$ cat src/rtl/irqsel_pkg.sv
package irqsel_pkg;
    localparam int ID_W = 10;
    localparam logic [ID_W-1:0] SPURIOUS_ID = 10'd1023;

    typedef enum logic [3:0] {
        OP_ENABLE     = 4'd0,
        OP_DISABLE    = 4'd1,
        OP_SET_PEND   = 4'd2,
        OP_CLR_PEND   = 4'd3,
        OP_SET_ACT    = 4'd4,
        OP_CLR_ACT    = 4'd5,
        OP_WR_PRIO    = 4'd6,
        OP_WR_TARGET  = 4'd7,
        OP_WR_TRIGGER = 4'd8
    } irq_op_e;

    typedef struct packed {
        logic       en;
        logic       pend;
        logic       act;
        logic       edge_cfg;
        logic [7:0] prio;
        logic [7:0] tgt;
    } irq_rec_t;

    typedef struct packed {
        logic            valid;
        logic [ID_W-1:0] id;
    } sel_t;
endpackage

$ cat src/rtl/irqsel_state.sv
module irqsel_state
    import irqsel_pkg::*;
#(
    parameter int NUM_IRQ = 64
) (
    input  logic                clk,
    input  logic                rst_n,
    input  logic [NUM_IRQ-1:0]  lines,
    input  logic                cmd_valid,
    input  irq_op_e             cmd_op,
    input  logic [ID_W-1:0]     cmd_id,
    input  logic [7:0]          cmd_data,
    input  logic                ack_fire,
    input  logic [ID_W-1:0]     ack_id,
    input  logic                eoi_valid,
    input  logic [ID_W-1:0]     eoi_id,
    output irq_rec_t            rec_d [NUM_IRQ],
    output irq_rec_t            rec_q [NUM_IRQ]
);
    logic [NUM_IRQ-1:0] line_q;
    logic [NUM_IRQ-1:0] line_d;

    always_comb begin
        irq_rec_t r;
        line_d = lines;
        for (int i = 0; i < NUM_IRQ; i++) begin
            r = rec_q[i];
            // line events first, by trigger mode
            if (r.edge_cfg) begin
                if (lines[i] && !line_q[i]) r.pend = 1'b1;
            end else begin
                if (lines[i]) r.pend = 1'b1;
                else if (line_q[i]) r.pend = 1'b0;
            end
            // control command
            if (cmd_valid && cmd_id == ID_W'(i)) begin
                case (cmd_op)
                    OP_ENABLE:     r.en       = 1'b1;
                    OP_DISABLE:    r.en       = 1'b0;
                    OP_SET_PEND:   r.pend     = 1'b1;
                    OP_CLR_PEND:   r.pend     = 1'b0;
                    OP_SET_ACT:    r.act      = 1'b1;
                    OP_CLR_ACT:    r.act      = 1'b0;
                    OP_WR_PRIO:    r.prio     = cmd_data;
                    OP_WR_TARGET:  r.tgt      = cmd_data;
                    OP_WR_TRIGGER: r.edge_cfg = cmd_data[0];
                    default: ;
                endcase
            end
            // acknowledge: take the interrupt
            if (ack_fire && ack_id == ID_W'(i)) begin
                r.act  = 1'b1;
                r.pend = !r.edge_cfg && lines[i];
            end
            // completion last so it always wins on the active bit
            if (eoi_valid && eoi_id == ID_W'(i)) r.act = 1'b0;
            rec_d[i] = r;
        end
    end

    always_ff @(posedge clk) begin
        if (!rst_n) begin
            line_q <= '0;
            for (int i = 0; i < NUM_IRQ; i++)
                rec_q[i] <= '{en: 1'b0, pend: 1'b0, act: 1'b0, edge_cfg: 1'b0,
                              prio: 8'd0, tgt: 8'd1};
        end else begin
            line_q <= line_d;
            for (int i = 0; i < NUM_IRQ; i++) rec_q[i] <= rec_d[i];
        end
    end
endmodule

$ cat src/rtl/irqsel_pick.sv
module irqsel_pick
    import irqsel_pkg::*;
#(
    parameter int NUM_IRQ = 64
) (
    input  irq_rec_t        rec [NUM_IRQ],
    output logic            found,
    output logic [ID_W-1:0] id
);
    logic [7:0] best_prio;

    always_comb begin
        found     = 1'b0;
        id        = SPURIOUS_ID;
        best_prio = 8'hFF;
        for (int i = 0; i < NUM_IRQ; i++) begin
            if (rec[i].en && rec[i].pend && !rec[i].act &&
                (!found || rec[i].prio < best_prio)) begin
                found     = 1'b1;
                id        = ID_W'(i);
                best_prio = rec[i].prio;
            end
        end
    end
endmodule

$ cat src/rtl/irq_selector.sv
module irq_selector
    import irqsel_pkg::*;
#(
    parameter int NUM_SHARED = 32
) (
    input  logic                   clk,
    input  logic                   rst_n,
    input  logic [32+NUM_SHARED-1:0] irq_lines,
    input  logic                   cmd_valid,
    input  logic [3:0]             cmd_op,
    input  logic [9:0]             cmd_id,
    input  logic [7:0]             cmd_data,
    input  logic                   ack,
    input  logic                   eoi_valid,
    input  logic [9:0]             eoi_id,
    input  logic [9:0]             qry_id,
    output logic                   sel_valid,
    output logic [9:0]             sel_id,
    output logic                   qry_enabled,
    output logic                   qry_pending,
    output logic                   qry_active,
    output logic                   qry_edge,
    output logic [7:0]             qry_prio,
    output logic [7:0]             qry_target
);
    localparam int NUM_IRQ = 32 + NUM_SHARED;
    localparam int IDX_W   = $clog2(NUM_IRQ);

    irq_rec_t rec_d [NUM_IRQ];
    irq_rec_t rec_q [NUM_IRQ];
    sel_t     sel_d, sel_q;
    logic     pick_found;
    logic [ID_W-1:0] pick_id;
    logic     ack_fire;
    irq_rec_t qry_rec;

    assign ack_fire = ack && sel_q.valid;

    irqsel_state #(.NUM_IRQ(NUM_IRQ)) u_state (
        .clk      (clk),
        .rst_n    (rst_n),
        .lines    (irq_lines),
        .cmd_valid(cmd_valid),
        .cmd_op   (irq_op_e'(cmd_op)),
        .cmd_id   (cmd_id),
        .cmd_data (cmd_data),
        .ack_fire (ack_fire),
        .ack_id   (sel_q.id),
        .eoi_valid(eoi_valid),
        .eoi_id   (eoi_id),
        .rec_d    (rec_d),
        .rec_q    (rec_q)
    );

    // selection looks at next state so it lands on the same edge
    irqsel_pick #(.NUM_IRQ(NUM_IRQ)) u_pick (
        .rec  (rec_d),
        .found(pick_found),
        .id   (pick_id)
    );

    always_comb begin
        sel_d.valid = pick_found;
        sel_d.id    = pick_found ? pick_id : SPURIOUS_ID;
    end

    always_ff @(posedge clk) begin
        if (!rst_n) sel_q <= '{valid: 1'b0, id: SPURIOUS_ID};
        else        sel_q <= sel_d;
    end

    assign sel_valid = sel_q.valid;
    assign sel_id    = sel_q.id;

    always_comb begin
        qry_rec = '0;
        if (qry_id < ID_W'(NUM_IRQ)) qry_rec = rec_q[qry_id[IDX_W-1:0]];
    end

    assign qry_enabled = qry_rec.en;
    assign qry_pending = qry_rec.pend;
    assign qry_active  = qry_rec.act;
    assign qry_edge    = qry_rec.edge_cfg;
    assign qry_prio    = qry_rec.prio;
    assign qry_target  = qry_rec.tgt;
endmodule

$ cat config.mk
export PLATFORM = sky130hd
export DESIGN_NAME = irq_selector
export DESIGN_NICKNAME = d
export VERILOG_FILES = /design/src/rtl/irqsel_pkg.sv /design/src/rtl/irqsel_state.sv /design/src/rtl/irqsel_pick.sv /design/src/rtl/irq_selector.sv
export SDC_FILE = /design/constraint.sdc
export NUM_CORES = 2
export LEC_CHECK = 0
export BUFFER_PORTS_ARGS = -buffer_cell sky130_fd_sc_hd__buf_2
export CORE_MARGIN = 3
export CORE_UTILIZATION = 40
export CTS_CLUSTER_SIZE = 20
export DETAILED_ROUTE_END_ITERATION = 12
export PLACE_DENSITY = 0.61
export SYNTH_ARGS = -nofsm -noshare
export SYNTH_HDL_FRONTEND = slang
export SYNTH_HIERARCHICAL = 1
export SYNTH_SLANG_ARGS = --single-unit
export TNS_END_PERCENT = 10
$ cat constraint.sdc
create_clock -name clk -period 192.9 [get_ports clk]
set_input_delay 48.225 -clock clk [delete_from_list [all_inputs] [get_ports clk]]
set_output_delay 48.225 -clock clk [all_outputs]
set_load 0.02 [all_outputs]
==> summary.md <==
| Metric | Value |
|---|---|
| Largest net degree at the start of global routing | `329` |
| Worst VDD drop | `9.941 µV` |
| Die area | `238100 µm²` |
| Worst setup endpoint | `sel_id[1]$_SDFF_PN1_` |
| Via/cell ratio | `6.276` |
| Vias | `82170` |
| Critical path launch point type | `input port` |
| Area after DPL | `96090 µm²` |
| Core area | `230600 µm²` |
| Relative slew slack | `12.16%` |
| Met3 usage | `5.806%` |
| CP Launch Point | `cmd_id[9]` |
| Share of layout cells above drive strength 1 | `23.39%` |
| GPL Wtd Cong | `1.011` |
| Max Root-Sink Buffers | `3` |
| Total Power | `632.3 µW` |
| # DRC | `0` |
| GR Overflow Total | `0` |
| Max Clock Freq | `5.498 MHz` |
| HPWL after DPL | `273600 µm` |
| Reg clk slew, reported paths | `0.06 ns` |
| First-pass GRT wire length | `529600 µm` |
| Hold_buf cts | `0` |
| Hold WS | `0.5446 ns` |
| Syn nets | `10530` |
| Final WS setup | `11.02 ns` |
| Final period utilization | `94.29%` |
| TritonRoute pass-1 iters | `8` |
| Vias in the first global route | `77440` |
| Die Wd | `487.9 µm` |
| CTS tree | `done` |
| Nature of the critical path endpoint | `flip-flop` |
| Yosys warns | `6` |
| Root buffer cell | `clkbuf_16` |
| Layout Cell Area excl Fill | `101600 µm²` |
| Crit path max fanout | `107` |
| CP Data Arrival Time | `182.60 ns` |
| Worst reg2reg setup slack | `58.61 ns` |
| Pwr per Cell Area | `6.221 nW/µm²` |
| CTS Sinks | `1355` |
| I/O pin count | `142` |
| Post-Synthesis Cells | `10100` |
| Reg2reg path depth | `626` |
| Number of nets with antenna violations after routing | `0` |
| FF-to-FF Start | `sel_id[0]$_SDFF_PN1_` |
| Status | `complete, no violations` |
| Worst slew pin tran | `1.318 ns` |
| GR Util met2 | `45.47%` |
| Reg2reg end | `sel_id[1]$_SDFF_PN1_` |
| Layout Cells excl Fill | `13090` |
| PortBufs | `141` |
| Max cap viols | `0` |
| Routed length per placed instance | `28.28 µm` |
| Rows | `176` |
| WS Path Type | `input port to flip-flop` |
| Final Critical Period | `181.88 ns` |
| Place WS | `6.577 ns` |
| Placed Cells | `12780` |
| P_leak | `43.25 nW` |
| Hold WC Path Type | `flip-flop to flip-flop` |
| Fin nets | `10350` |
| CP required | `193.62 ns` |
| All-Layer GR Usage | `29.71%` |
| Initial DRC Count | `9084` |
| Die height | `487.9 µm` |
| GR Util met1 | `39.20%` |
| Initial antenna violation count | `29` |
| Final setup TNS | `0 ns` |
| GRT Max-Usage Layer | `met2` |
| Final core occ | `44.09%` |
| Area delta synth->final | `9.409%` |
| Post-Syn Area | `92900 µm²` |
| Critical-path top delay cell | `or4b_1` |
| Skew final | `0.03148 ns` |
| Final setup violation count | `0` |
| Avg Cell Area, Syn | `9.195 µm²` |
| Worst path max stage delay | `0.60 ns` |
| Max Slew Vio Count | `0` |
| Total Wirelength | `370300 µm` |
| Final hold violation count | `0` |
| Most used cell along the critical path | `a21oi_1` |
| Initial core utilization | `40.29%` |
| Num CTS Buffers | `156` |
| Htree depth | `4` |
| Clk_lat worst skew | `0.85 ns` |
## worst min path at each step
| stage | startpoint | endpoint | slack [ns] | depth (start not counted) |
|---|---|---|---|---|
| floorplan | u_state/rec_q[276]$_SDFF_PN0_ | u_state/rec_q[276]$_SDFF_PN0_ | 0.49 | 2 |
| finish | u_state/rec_q[276]$_SDFF_PN0_ | u_state/rec_q[276]$_SDFF_PN0_ | 0.54 | 2 |
| global placement | u_state/rec_q[1080]$_SDFF_PN1_ | u_state/rec_q[1080]$_SDFF_PN1_ | 0.52 | 2 |
| global route | u_state/rec_q[20]$_SDFF_PN1_ | u_state/rec_q[20]$_SDFF_PN1_ | 0.57 | 2 |
| detailed placement | u_state/rec_q[1220]$_SDFF_PN1_ | u_state/rec_q[1220]$_SDFF_PN1_ | 0.54 | 2 |
| CTS | u_state/rec_q[276]$_SDFF_PN0_ | u_state/rec_q[276]$_SDFF_PN0_ | 0.55 | 2 |
## flip-flops by register name (all words and copies together), names as in the netlist
signal / count
u_state/rec_q: 1280
sel_id: 10
sel_valid: 1
u_state/line_q: 64
## power by group
part	leakage [nW]	total [mW]	switching, mW	internal (mW)
clock network	2.57	0.307	0.132	0.175
logic	29.7	0.0428	0.0319	0.0109
registers	10.9	0.283	0.000956	0.282
total	43.3	0.632	0.165	0.467
## layer usage
| layer | wire length, µm | part of all wire, % |
|---|---|---|
| met5 | 67 | 0.018 |
| met1 | 155500 | 42 |
| met2 | 159400 | 43 |
| met3 | 32290 | 8.7 |
| met4 | 23010 | 6.2 |
## critical path, delay by kind of cell
| kind | cells | cell delay [ns] |
|---|---|---|
| buffers and inverters | 35 | 4.84 |
| adder cells (fa/ha/maj) | 62 | 18.22 |
| multiplexers | 22 | 6.81 |
| AND/OR/NAND/NOR | 189 | 35.56 |
| AO/OA/AOI/OAI | 319 | 68.70 |
## timing repair
item                                    4_1_cts  5_1_grt
gates resized for setup                       0       36
buffers inserted                              0       14
hold endpoints to repair                      0        0
endpoints found under the setup margin        0        6
## cell usage in the layout, fill, tap and decap left out, drive strengths merged, types with 51 or more instances in the layout
master	instances
nor3	95
and2	1288
nand4	241
o21ai	460
a31oi	86
inv	276
o31ai	100
or3	51
dfxtp	1355
mux4	336
or2	121
mux2i	185
buf	325
ha	319
nand2b	115
nand3	164
a21boi	79
nand3b	54
a21o	138
a21oi	404
nor2b	85
mux2	1164
nand2	786
a211oi	75
o22ai	148
nor4	56
clkbuf	231
and3	56
nor2	490
## cell type report
type                    count  area, µm²
diodes                     18      45.04
clock buffers             230       4594
clock inverters            55      654.4
fillers                 22120     128900
inverters                 265      996.0
multi-input cells        7818      62220
flip-flops and latches   1355      27130
well taps                3026       3786
repair buffers            326       2221
(Power assumes the default switching activity.)
